$ cat config.mk
export PLATFORM = sky130hd
export DESIGN_NAME = adc_frame_master
export DESIGN_NICKNAME = d
export VERILOG_FILES = /design/src/rtl/adc_frame_master.sv
export SDC_FILE = /design/constraint.sdc
export NUM_CORES = 1
export LEC_CHECK = 0
export BUFFER_PORTS_ARGS = -buffer_cell sky130_fd_sc_hd__buf_2
export CELL_PAD_IN_SITES_DETAIL_PLACEMENT = 0
export CELL_PAD_IN_SITES_GLOBAL_PLACEMENT = 1
export CORE_ASPECT_RATIO = 0.6
export CORE_UTILIZATION = 47
export CTS_BUF_LIST = sky130_fd_sc_hd__clkbuf_4 sky130_fd_sc_hd__clkbuf_8
export DETAILED_ROUTE_END_ITERATION = 8
export PLACE_DENSITY = 0.78
export SYNTH_ARGS = -nofsm -noshare
export SYNTH_HDL_FRONTEND = slang
export SYNTH_SLANG_ARGS = --single-unit
$ cat constraint.sdc
create_clock -name clk -period 3.7 [get_ports clk]
set_input_delay 0.37 -clock clk [delete_from_list [all_inputs] [get_ports clk]]
set_output_delay 0.37 -clock clk [all_outputs]
set_load 0.05 [all_outputs]
$ cat src/rtl/adc_frame_master.sv
`timescale 1ns/1ps
module adc_frame_master #(
  parameter int DIV_W       = 8,
  parameter int QUIET_W     = 8,
  parameter int TMO_W       = 16,
  parameter int SHORT_EDGES = 5
) (
  input  logic               clk,
  input  logic               rst_n,
  input  logic               cmd_valid,
  output logic               cmd_ready,
  input  logic [2:0]         cmd_op,
  input  logic [DIV_W-1:0]   half_div,
  input  logic [QUIET_W-1:0] quiet_len,
  input  logic [TMO_W-1:0]   pd_limit,
  output logic               adc_cs_n,
  output logic               adc_sclk,
  input  logic               adc_sd_a,
  input  logic               adc_sd_b,
  output logic               rd_valid,
  output logic               rd_dual,
  output logic [11:0]        rd_a,
  output logic [11:0]        rd_b,
  output logic               busy,
  output logic [1:0]         pwr_state,
  output logic               pd_timeout
);
  localparam int LONG_EDGES = 32;
  localparam int READ_EDGES = 14;
  localparam int HW = $clog2(2 * LONG_EDGES + 1);
  localparam int BW = HW - 1;

  localparam logic [2:0] OP_READ = 3'd0;
  localparam logic [2:0] OP_DUAL = 3'd1;
  localparam logic [2:0] OP_PART = 3'd2;
  localparam logic [2:0] OP_FULL = 3'd3;

  localparam logic [1:0] P_AWAKE = 2'd0;
  localparam logic [1:0] P_PART  = 2'd1;
  localparam logic [1:0] P_FULL  = 2'd2;

  typedef enum logic [1:0] {S_IDLE, S_FRAME, S_QUIET} st_t;

  st_t              st;
  logic [DIV_W-1:0] dcnt;
  logic [HW-1:0]    hcnt;
  logic [2:0]       op_q;
  logic [1:0]       pw_q;
  logic             cs_q, sclk_q, chain_q;
  logic [QUIET_W-1:0] qcnt;
  logic [11:0]      sh_a, sh_b;
  logic [TMO_W-1:0] tcnt;

  logic             op_short, op_read, op_dual, tick;
  logic [HW-1:0]    half_target;
  logic [DIV_W:0]   half_eff;
  logic [BW-1:0]    bidx;
  logic             in_first, in_second;

  assign op_short    = (op_q == OP_PART) || (op_q == OP_FULL);
  assign op_dual     = (op_q == OP_DUAL);
  assign op_read     = (op_q == OP_READ) || op_dual;
  assign half_target = op_short ? HW'(2 * SHORT_EDGES)
                     : op_dual  ? HW'(2 * LONG_EDGES)
                                : HW'(2 * READ_EDGES);
  assign half_eff    = (half_div == '0) ? (DIV_W+1)'(1) : {1'b0, half_div};
  assign tick        = (st == S_FRAME) && ({1'b0, dcnt} + 1'b1 >= half_eff);
  assign bidx        = hcnt[HW-1:1];
  assign in_first    = (bidx >= BW'(2))  && (bidx <= BW'(13));
  assign in_second   = (bidx >= BW'(18)) && (bidx <= BW'(29));

  always_ff @(posedge clk or negedge rst_n) begin
    if (!rst_n) begin
      st       <= S_IDLE;
      dcnt     <= '0;
      hcnt     <= '0;
      op_q     <= '0;
      pw_q     <= P_AWAKE;
      cs_q     <= 1'b1;
      sclk_q   <= 1'b0;
      chain_q  <= 1'b0;
      qcnt     <= '0;
      sh_a     <= '0;
      sh_b     <= '0;
      rd_valid <= 1'b0;
      rd_dual  <= 1'b0;
      rd_a     <= '0;
      rd_b     <= '0;
    end else begin
      rd_valid <= 1'b0;
      case (st)
        S_IDLE: if (cmd_valid) begin
          op_q    <= cmd_op;
          chain_q <= (cmd_op == OP_FULL) && (pw_q == P_AWAKE);
          cs_q    <= 1'b0;
          dcnt    <= '0;
          hcnt    <= '0;
          st      <= S_FRAME;
        end
        S_FRAME: if (tick) begin
          dcnt <= '0;
          if (hcnt == half_target) begin
            cs_q <= 1'b1;
            qcnt <= '0;
            st   <= S_QUIET;
            if (op_read && pw_q == P_AWAKE) begin
              rd_valid <= 1'b1;
              rd_dual  <= op_dual;
              rd_a     <= sh_a;
              rd_b     <= sh_b;
            end
            if (op_short) pw_q <= (pw_q == P_AWAKE) ? P_PART : P_FULL;
            else          pw_q <= P_AWAKE;
          end else begin
            hcnt <= hcnt + 1'b1;
            if (!hcnt[0]) begin
              sclk_q <= 1'b1;
              if (in_first) begin
                sh_a <= {sh_a[10:0], adc_sd_a};
                if (!op_dual) sh_b <= {sh_b[10:0], adc_sd_b};
              end else if (in_second && op_dual) begin
                sh_b <= {sh_b[10:0], adc_sd_a};
              end
            end else begin
              sclk_q <= 1'b0;
            end
          end
        end else begin
          dcnt <= dcnt + 1'b1;
        end
        S_QUIET: if (qcnt >= quiet_len) begin
          if (chain_q) begin
            chain_q <= 1'b0;
            cs_q    <= 1'b0;
            dcnt    <= '0;
            hcnt    <= '0;
            st      <= S_FRAME;
          end else begin
            st <= S_IDLE;
          end
        end else begin
          qcnt <= qcnt + 1'b1;
        end
        default: st <= S_IDLE;
      endcase
    end
  end

  always_ff @(posedge clk or negedge rst_n) begin
    if (!rst_n)                tcnt <= '0;
    else if (pw_q != P_PART)   tcnt <= '0;
    else if (tcnt != '1)       tcnt <= tcnt + 1'b1;
  end

  assign cmd_ready  = (st == S_IDLE);
  assign busy       = (st != S_IDLE);
  assign adc_cs_n   = cs_q;
  assign adc_sclk   = sclk_q;
  assign pwr_state  = pw_q;
  assign pd_timeout = (pw_q == P_PART) && (tcnt >= pd_limit);
endmodule

-- After elaboration in Yosys (flattened, before gate mapping)
Index checks and enable logic that the tools add are counted.
- add/subtract/negate cells: 5
- bitwise logic cells: 2
- muxes and demuxes: 45
- magnitude comparators: 7
- equal/unequal tests: 18
- reductions and logical operators: 31
- operators with widths (kind ; number):
    $mux W8 ; 8
    $mux W7 ; 7
    $mux W12 ; 3
    $mux W16 ; 2
    $pmux W8 S3 ; 1
    $pmux W7 S3 ; 1
    $reduce_and A6 Y1 ; 3
    $add A16 B1 Y16 const B ; 1
    $add A8 B1 Y8 const B ; 2
    $ge A16 B16 Y1 ; 1
    $ne A16 B16 Y1 const B ; 1
    $pmux W8 S2 ; 1
    $reduce_and A4 Y1 ; 4
    $ne A2 B2 Y1 const B ; 7
    $mux W1 ; 13
    $mux W2 ; 6
    $reduce_bool A2 Y1 ; 5
    $add A8 B1 Y9 const B ; 1
    $eq A3 B2 Y1 const B ; 3
    $ge A9 B8 Y1 ; 1
    $reduce_and A3 Y1 ; 3
    $ge A8 B8 Y1 ; 1
    $logic_not A8 Y1 ; 1
    $add A7 B1 Y7 const B ; 1
    20 further kinds ; 31
- input bits: 40
- word-level logic and storage cells: 124
- output and inout port bits: 33
- register bits: 99

-- Depth between registers and ports, before layout
Gate-level depths: netlist (run 1).
- depth after elaboration: 7
- gate-level depth with buffers: 14
- gate-level depth less buffers: 13

-- Worst setup path after synthesis (run 1)
Ideal clock, no wire load.
- path kind: flip-flop to flip-flop
- start: register dcnt[0]
- end: register rd_a[10]
- library setup time: 125 ps
- stages on the path, launching flop included: 15
- clock period less this slack: 3083 ps
- data required time: 3575 ps
- arrival time: 2958 ps
- setup slack: 617 ps
- path buffers: 2
- cell sequence: dfrtp_1 -> ha_1 -> nand3_1 -> inv_1 -> nand3_1 -> xnor2_1 -> ha_1 -> o21ai_1 -> nor2_1 -> and4_1 -> buf_2 -> o21ai_1 -> nor3_4 -> buf_4 -> mux2_2
- word-level cells in the longest chain between the ends: 4
- RTL lines (element ; line ; text):
    start, declared ; 45 ; logic [DIV_W-1:0] dcnt;
    start signal, assigned ; 129 ; dcnt <= dcnt + 1'b1;
    $add A8 B1 Y9 ; 67 ; assign tick = (st == S_FRAME) && ({1'b0, dcnt} + 1'b1 >= half_eff);
    $ge A9 B8 Y1 ; 67 ;
    $logic_and A1 B1 Y1 ; 67 ;
    $reduce_and A4 Y1 (no line) ; n/a ;
    end signal, assigned ; 87 ; rd_a <= '0;
    end signal, assigned ; 109 ; rd_a <= sh_a;
    end, declared ; 22 ; output logic [11:0] rd_a,
Every way passes these cells.
A chain may end at the register's enable or synchronous reset.

-- Worst setup path after layout (run 1)
- start: register dcnt[0]
- end: register sh_a[4]
- word-level cells in the longest chain between the ends: 4
- RTL lines (element ; line ; text):
    $add A8 B1 Y9 ; 67 ;
    $ge A9 B8 Y1 ; 67 ;
    $logic_and A1 B1 Y1 ; 67 ;
    $reduce_and A5 Y1 (no line) ; n/a ;
    end signal, assigned ; 119 ; sh_a <= {sh_a[10:0], adc_sd_a};
    end, declared ; 51 ; logic [11:0] sh_a, sh_b;
Every way passes these cells.

==> impl_metrics.yaml, run 1 <==
outcome:
  status: "completed"
grt:
  grt_usage_pct: 20.1
  met2_usage_pct: 29.2
  grt_max_degree: 72
  gr-usage-met3_pct: 4.80
  gr-usage-met1_pct: 30.3
  busiest_layer: "met1"
  grt_overflow: 0
  grt_pass1_vias: 3745
  grt_pass1_wl_um: 18800
  antenna_found_initial: 0
setup_path:
  cp_max_fo: 12
  end_kind: "flop"
  crit_slowest_cell: "or4_4"
  cp.buffers_inverters: 1
  max_stage_delay_ns: 0.57
  crit_arrival_ns: 3.65
  reg2reg_slack_ns: 0.30
  worstPathCellList: "ha_1, nand3_1, inv_1, nand3_1, xnor2_1, ha_1, o21ai_1, nor2_1, and4_1, o211ai_4, or4_4, mux2_4"
  path_class: "reg2reg"
  start_kind: "flop"
  worstPathRequired_ns: 3.95
  cp_top_family: "simple AND/OR/NAND/NOR gates"
timing:
  grt_setup_unrepaired: "false"
  hold_viol: 0
  fin_crit_sh_pct: 91.9
  slew_headroom_pct: 39.3
  slew_viol_final: 0
  fmax_ghz: 0.294
  min_period_ns: 3.40
  finClkSkew_ns: 0.0159
  setup_viol: 0
  tightest_slew_ns: 0.910
  tns_ns: 0
placed_design:
  postPlaceCellArea_sq_um: 5890
  io_buffers: 72
  dpl.hpwl_um: 8110
  routabilityCongestion: 0.817
clock_network:
  cts_num_sinks: 99
  clkLatencyLatePin_ns: 0.38
  cts-root-buf: "clkbuf_8"
  cts_tree: "done"
  htree_levels: 3
  clk_path_buf_depth: 2
  cts_inserted_buffers: 9
  path_clk_slew_ns: 0.11
synthesis:
  avgSynthCellArea_sq_um: 10.9
  synth_fp_nets: 571
  synth-simple-area-share_pct: 13.9
  synthXorXnorAreaFrac_pct: 3.10
  synthMuxAreaShare_pct: 12.6
  synth-main-ff-cell: "dfrtp_1"
  synth-edff-count: 0
  yosysWarnings: 0
  synth_top_cell_by_area: "dfrtp_1"
  synth_cell_type_count: 63
  synth_compound_area_share_pct: 11.4
  synth_top_area_share_pct: 45.6
  synthCells: 495
  netlist_area_sq_um: 5370
  ys_seq_elements: 99
  synthAdderAreaFrac_pct: 8.38
  synth_top_family_by_area: "simple AND/OR/NAND/NOR gates"
  synthTopCellsByArea: "dfrtp_1, mux2_2, ha_1"
  synth-async-reset-ratio_pct: 100
  yosysSeqAreaShare_pct: 46.1
floorplan:
  dieHeight_um: 84.8
  rows: 29
  num_io_pins: 73
  initial_core_util_pct: 49.5
  die_w_um: 140
  core_sq_um: 10800
  die-area_sq_um: 11900
routing:
  via_per_inst: 5.44
  drt_iter0_markers: 149
  ant_nets: 0
  wl_per_cell_um: 15.4
  wl_um: 11000
  vias: 3882
  route.detailed.drc: 0
  first_pass_iters: 4
layout:
  syn2layout_area_growth_pct: 13.9
  fin_area_sq_um: 6120
  antenna_cells: 0
  fin_nets: 646
  drive_above_1_share_pct: 27.7
pwr:
  power_density_nw_per_um2: 419
  vdd_drop_max_v: 0.000339
  leakagePower_uw: 0.00323
flow_run:
  drv_cap: 0
worst_hold_path:
  min_path_type: "in2async"
## area by class of cell
class | instances | area (sq um)
repair buffers | 78 | 420
inverters | 45 | 169
clock buffers | 9 | 124
multi-input cells | 337 | 2660
fillers | 958 | 4730
flip-flops and latches | 99 | 2480
clock inverters | 7 | 96.3
well taps | 139 | 174
## worst register-to-register path, cell delays in order, from the launching register on
cell and delay, ns:
dfrtp_1 0.44, ha_1 0.25, nand3_1 0.17, inv_1 0.08, nand3_1 0.13, xnor2_1 0.16, ha_1 0.32, o21ai_1 0.07
nor2_1 0.20, and4_1 0.42, o211ai_4 0.13, or4_4 0.57, mux2_4 0.34
## cells by family after synthesis
group                      Yosys count
AOI/OAI and AO/OA                   86
xor gates and xnor gates            19
adders and majority gates           36
buffers and inverters               59
DFF                                 99
muxes                               57
and+or+nand+nor                    139
## per-stage QoR
stage / utilization, % / power [uW] / setup slack (ns) / std cells / hold slack [ns]
floorplan: - / 1680 / 0.617 / 495 / 0.0744
global placement: 54.3 / 1820 / 0.487 / 698 / 0.462
detailed placement: 54.3 / 1840 / 0.343 / 698 / 0.480
CTS: 56.4 / 2590 / 0.303 / 714 / 0.140
global route: 56.4 / 2720 / 0.0456 / 714 / 0.175
finish: 56.4 / 2570 / 0.301 / 714 / 0.122
## layer usage
layer	wire, um	share of wire (%)
met5	0	0
met4	79	0.72
met3	471	4.3
met2	4660	42
met1	5750	52
## path summary, 6_finish.rpt
check,cells after the start,endpoint,from
max,12,sh_a[4],dcnt[0]
min,1,rd_a[11],rst_n
max reg2reg,12,sh_a[4],dcnt[0]
min reg2reg,1,rd_b[6],rd_b[6]
max in group asynchronous,2,sh_a[7],rst_n
min in group clk,2,op_q[1],cmd_op[1]
## cell usage in the layout, fill, tap and decap left out, types with 4 or more instances in the layout
cell type  count
a211o_1        4
o21ai_0       19
inv_1         45
nand2_1       25
a21o_1         5
clkbuf_8       9
or3_1          5
nand4_1        9
buf_4          6
a31oi_1        6
ha_1          36
mux2_2        41
a211oi_1       4
a21oi_1       15
xnor2_1        6
buf_2         71
xor2_1        13
nand3_1       20
nor3_1        10
and3_1         6
mux2_4        10
nand2b_1       6
a22o_1         6
nor2b_1        4
dfrtp_1       98
nor2_1        32
## timing repair
item | CTS | global route
endpoints found under the hold margin | 0 | 0
buffers inserted | 0 | 0
endpoints found under the setup margin | 0 | 20
gates resized for setup | 0 | 2
hold buffers | 0 | 0
## flip-flops by register name, summed over array words and instances (netlist names)
signal,count
rd_a,12
pwr_state,2
st,2
chain_q,1
tcnt,16
op_q,3
qcnt,8
rd_b,12
rd_dual,1
adc_cs_n,1
rd_valid,1
dcnt,8
sh_a,12
adc_sclk,1
sh_b,12
hcnt,7
## synthesized netlist by cell type (5+ instances only)
master	instances
nand4_1	9
xor2_1	13
a22o_1	6
nor2_1	32
nand2b_1	6
nand3_1	20
o21ai_0	19
clkbuf_1	7
nand2_1	25
inv_1	45
mux2_2	41
a21oi_1	15
a211oi_1	5
and3_1	6
nor3_1	10
or3_1	5
xnor2_1	6
ha_1	36
a21o_1	5
a31oi_1	6
mux2_4	10
dfrtp_1	98
## where the power goes
group          internal (uW)  total, uW  switching, uW  leakage (uW)
logic                    247        524            277       0.00180
registers               1180       1300            115       0.00133
clock network            331        748            417      0.000106
No activity file was read; power rests on OpenSTA's default activity.
==> run 2: changes to the inputs <==
Settings changed: GPL_TIMING_DRIVEN set to 0, RECOVER_POWER set to 100.
==> impl_metrics.yaml, run 2 (synthesized netlist as in run 1, its figures left out) <==
routing:
  via_per_inst: 5.42
  first_pass_iters: 5
  wl_um: 11300
  vias: 3932
  drt_iter0_markers: 188
  route.detailed.drc: 0
  wl_per_cell_um: 15.6
  ant_nets: 0
worst_hold_path:
  min_path_type: "in2reg"
  hold_depth: 2
  worstHoldEndpoint: "sh_a[0]"
  worstHoldStart: "adc_sd_a"
grt:
  grt_overflow: 0
  antenna_found_initial: 0
  busiest_layer: "met1"
  gr-usage-met1_pct: 31.5
  grt_usage_pct: 20.3
  met2_usage_pct: 28.4
  gr-usage-met3_pct: 4.68
  grt_max_degree: 69
  grt_pass1_vias: 3772
  grt_pass1_wl_um: 18800
pwr:
  vdd_drop_max_v: 0.000374
  p_total_uw: 2470
  power_density_nw_per_um2: 406
  leakagePower_uw: 0.00309
floorplan:
  die_w_um: 140
  die-area_sq_um: 11900
  dieHeight_um: 84.8
  initial_core_util_pct: 49.5
  core_sq_um: 10800
  rows: 29
  num_io_pins: 73
layout:
  syn2layout_area_growth_pct: 13.0
  fill_cells: 1008
  antenna_cells: 0
  final_cell_mix: "dfrtp_1, inv_1, clkbuf_1"
  fin_nets: 657
  fin_area_sq_um: 6070
  largest_reg_flops: 16
  layout_commonest_cell: "dfrtp_1"
  top_register: "tcnt"
  drive_above_1_share_pct: 21.3
setup_path:
  regToRegStartpoint: "dcnt[0]"
  reg2reg_slack_ns: 0.25
  r2r_cells: 14
  cp_max_fo: 10
  crit_arrival_ns: 3.70
  worstPathRequired_ns: 3.95
  worstReg2RegEnd: "sh_a[4]"
  end_kind: "flop"
  path_class: "reg2reg"
  start_kind: "flop"
clock_network:
  path_clk_slew_ns: 0.09
  cts_num_sinks: 99
  cts_inserted_buffers: 9
  cts_tree: "done"
  clk_path_buf_depth: 2
  cts-root-buf: "clkbuf_8"
  htree_levels: 3
  clkLatencyLatePin_ns: 0.37
timing:
  min_period_ns: 3.45
  setup_viol: 0
  slew_viol_final: 33
  fmax_ghz: 0.289
  finClkSkew_ns: 0.0141
  slew_headroom_pct: -7.79
  fin_crit_sh_pct: 93.4
  tns_ns: 0
  tightest_slew_ns: 1.62
  hold_viol: 0
  grt_setup_unrepaired: "false"
outcome:
  violations: "max-capacitance violations, max-slew violations"
  status: "finished with violations"
placed_design:
  dpl.hpwl_um: 8600
  io_buffers: 72
  postPlaceCellArea_sq_um: 5940
  routabilityCongestion: 0.802
flow_run:
  drv_cap: 1
-- run 2: cell count changes in the layout (fill, tap and decap cells not counted), moves of 2 or more --
cell / before / now
clkbuf_1: 0 / 42
buf_2: 71 / 40
buf_4: 6 / 1
clkbuf_2: 0 / 3
clkbuf_4: 0 / 2
clkinv_8: 2 / 0
inv_6: 3 / 1
-- run 2: layout make-up --
| type | instances | area (sq um) | area share, % |
|---|---|---|---|
| tap | 139 | 174 | 2.86 |
| multi-input combinational | 337 | 2660 | 43.8 |
| buffer | 14 | 68.8 | 1.13 |
| sequential | 99 | 2480 | 40.8 |
| clock buffer | 10 | 131 | 2.16 |
| timing repair buffer | 75 | 340 | 5.60 |
| inverter | 45 | 169 | 2.78 |
| clock inverter | 6 | 48.8 | 0.804 |
-- run 2: what timing repair did --
item / in CTS / in global routing
hold buffers: 1 / 0
hold endpoints to repair: 31 / 0
endpoints found under the setup margin: 0 / 29
gates resized for setup: 0 / 2
buffers inserted: 0 / 1
-- run 2: worst max path at each step --
stage,slack (ns),startpoint,to
floorplan,0.62,dcnt[0],rd_a[10]
global placement,0.13,dcnt[0],rd_b[2]
detailed placement,0.05,dcnt[0],rd_a[10]
CTS,0.03,dcnt[0],rd_b[2]
global route,0.0002,dcnt[0],sh_a[4]
finish,0.25,dcnt[0],sh_a[4]
-- run 2: critical path: stages, from the launching register on --
cell      delay, ns
dfrtp_1        0.44
ha_1           0.26
nand3_1        0.16
inv_1          0.08
nand3_1        0.13
xnor2_1        0.16
ha_1           0.30
o21ai_1        0.06
nor2_1         0.21
and4_1         0.23
buf_2          0.19
o211ai_4       0.13
or4_4          0.49
buf_6          0.18
mux2_4         0.30
-- run 2: where the power goes --
part           switching, uW  total (uW)  internal [uW]
Sequential               107        1290           1180
Combinational            287         534            247
Clock                    385         644            259
-- run 2: metal layers --
metal	wire length (um)	up-vias
met5	0	-
met4	62	0
met3	511	8
met2	4630	84
met1	6100	1900
li1	-	1940
-- run 2: per-stage QoR --
step / utilization (%) / std cells / setup WS [ns] / hold slack [ns]
2_1_floorplan: - / 495 / 0.617 / 0.0744
3_3_place_gp: 54.5 / 706 / 0.128 / 0.462
3_5_place_dp: 54.7 / 707 / 0.0530 / 0.330
4_1_cts: 56.5 / 724 / 0.0309 / 0.242
5_1_grt: 56.0 / 725 / 0.000153 / 0.240
6_report: 56.0 / 725 / 0.245 / 0.263
==> run 3: changes to the inputs <==
Settings changed: ABC_AREA set to 1, CORE_UTILIZATION 47 to 45.
==> impl_metrics.yaml, run 3 <==
outcome:
  status: "finished with violations"
  violations: "max-capacitance violations, max-slew violations"
clock_network:
  clk_path_buf_depth: 2
  htree_levels: 3
  postCtsHoldBufs: 0
  clkLatencyLatePin_ns: 0.38
  cts_resized: 0
  path_clk_slew_ns: 0.10
  cts_setup_buffers: 0
  cts_inserted_buffers: 9
  cts_tree: "done"
  cts_num_sinks: 99
  cts-root-buf: "clkbuf_8"
floorplan:
  die-area_sq_um: 13300
  rows: 31
  die_w_um: 148
  core_sq_um: 12300
  num_io_pins: 73
  initial_core_util_pct: 46.9
  dieHeight_um: 89.6
layout:
  fill_cells: 1216
  post-route-util_pct: 52.0
  top_register: "tcnt"
  final_cell_mix: "nand2_1, inv_1, dfrtp_1"
  syn2layout_area_growth_pct: 10.7
  fin_nets: 856
  drive_above_1_share_pct: 12.7
  antenna_cells: 0
  largest_reg_flops: 16
  layout_commonest_cell: "nand2_1"
grt:
  grt_overflow: 0
  grt_pass1_vias: 4380
  grt_pass1_wl_um: 21200
  grt_max_degree: 53
  antenna_found_initial: 0
  grt_usage_pct: 20.5
setup_path:
  startpoint: "dcnt[0]"
  cp_max_fo: 10
  worstReg2RegEnd: "rd_b[9]"
  r2r_cells: 14
  end_kind: "flop"
  start_kind: "flop"
  crit_path_end: "rd_b[9]"
  path_class: "reg2reg"
  reg2reg_slack_ns: 0.62
  worstPathRequired_ns: 3.98
  crit_arrival_ns: 3.36
  regToRegStartpoint: "dcnt[0]"
pwr:
  p_sw_uw: 958
  leakagePower_uw: 0.00318
  power_density_nw_per_um2: 426
  vdd_drop_max_v: 0.000315
  switching_share_pct: 35.3
  p_seq_share_pct: 46.8
  p_total_uw: 2710
  p_clk_share_pct: 27.3
  combPwrFrac_pct: 26.0
  p_int_uw: 1750
routing:
  route.detailed.drc: 0
  ant_nets: 0
  via_per_inst: 4.96
  drt_iter0_markers: 331
  wl_per_cell_um: 13.3
  wl_um: 12700
  vias: 4710
  first_pass_iters: 5
placed_design:
  routabilityCongestion: 0.857
  dpl.hpwl_um: 9670
  place_ws_ns: 0.973
  io_buffers: 72
synthesis:
  synth_top_cell_by_area: "dfrtp_1"
  synthMuxAreaShare_pct: 0.196
  synth_top_area_share_pct: 42.6
  synth_compound_area_share_pct: 13.0
  avgSynthCellArea_sq_um: 8.27
  synthAdderAreaFrac_pct: 7.83
  synth_common_cells: "nand2_1, inv_1, dfrtp_1"
  yosysWarnings: 0
  synthXorXnorAreaFrac_pct: 1.67
  synthTopCellsByArea: "dfrtp_1, nand2_1, ha_1"
  ys_seq_elements: 99
  netlist_area_sq_um: 5750
  synth-async-reset-ratio_pct: 100
  synthCells: 696
  synth-simple-area-share_pct: 24.4
  yosysSeqAreaShare_pct: 43.1
  synth-main-ff-cell: "dfrtp_1"
  synth-edff-count: 0
  synth_top_family_by_area: "simple AND/OR/NAND/NOR gates"
  synth_fp_nets: 772
  synthMostInstantiatedCell: "nand2_1"
  synth_cell_type_count: 41
worst_hold_path:
  min_path_type: "in2reg"
timing:
  setup_viol: 0
  layout_setup_ws_ns: 0.620
  hold_viol: 0
  finClkSkew_ns: 0.0142
  fin_hold_ws_ns: 0.244
  slew_viol_final: 52
  grt_setup_unrepaired: "false"
  tightest_slew_ns: 2.86
  tns_ns: 0
  fmax_ghz: 0.325
  min_period_ns: 3.08
  fin_crit_sh_pct: 83.3
  slew_headroom_pct: -90.4
flow_run:
  drv_cap: 1
[run 3: power by group through the flow]
stage               logic, uW  registers [uW]  clock network [uW]
CTS                       745            1270                 767
floorplan                 535            1290                   0
global placement          711            1280                   0
global route              816            1280                 813
detailed placement        741            1290                   0
finish                    705            1270                 740
[run 3: cell type report]
| type | instances | area, sq um | share of cell area, % |
|---|---|---|---|
| plain buffers | 13 | 121 | 1.90 |
| flip-flops and latches | 99 | 2480 | 38.9 |
| clock buffers | 9 | 124 | 1.94 |
| multi-input cells | 466 | 2560 | 40.2 |
| inverters | 118 | 443 | 6.95 |
| clock inverters | 7 | 91.3 | 1.43 |
| repair buffers | 73 | 345 | 5.42 |
| well taps | 165 | 206 | 3.24 |
[run 3: worst min path at each step]
stage          startpoint       end  slack [ns]  cells past startpoint
2_1_floorplan       rst_n  adc_sclk        0.07                      0
3_3_place_gp     adc_cs_n  adc_cs_n        0.45                      2
3_5_place_dp        rst_n   rd_b[2]        0.45                      1
4_1_cts             rst_n   rd_b[2]        0.03                      1
5_1_grt          adc_sd_a   sh_a[0]        0.23                      3
6_report         adc_sd_a   sh_a[0]        0.24                      3
[run 3: per-layer routing]
metal	GRT usage (%)	up-vias	part of all wire, %	wire length (um)
li1	-	2424	-	-
met1	31.1	2175	54	6840
met2	30.0	105	41	5210
met3	4.19	6	4.4	557
met4	4.50	0	0.60	76
met5	0	-	0	0
[run 3: logic make-up after synthesis]
logic type                 after synthesis
AOI/OAI and AO/OA                      118
xor gates and xnor gates                11
adders and majority gates               36
buffers and inverters                  131
DFF                                     99
muxes                                    1
and+or+nand+nor                        300
[run 3: per-stage QoR]
step	area, sq um	instances
3_5_place_dp	6350	934
6_report	6370	950
3_3_place_gp	6320	933
2_1_floorplan	5750	696
4_1_cts	6570	950
5_1_grt	6370	950
[run 3: worst max-delay path: stages (launching register included)]
cell	delay [ns]
dfrtp_1	0.45
ha_1	0.23
nand3_1	0.15
nor3_1	0.32
xor2_1	0.17
ha_1	0.33
nand2_1	0.05
inv_1	0.04
nand2_1	0.04
nand2_1	0.05
nand2_1	0.09
nand2_1	0.28
nand3_1	0.32
buf_6	0.25
o21ai_0	0.19
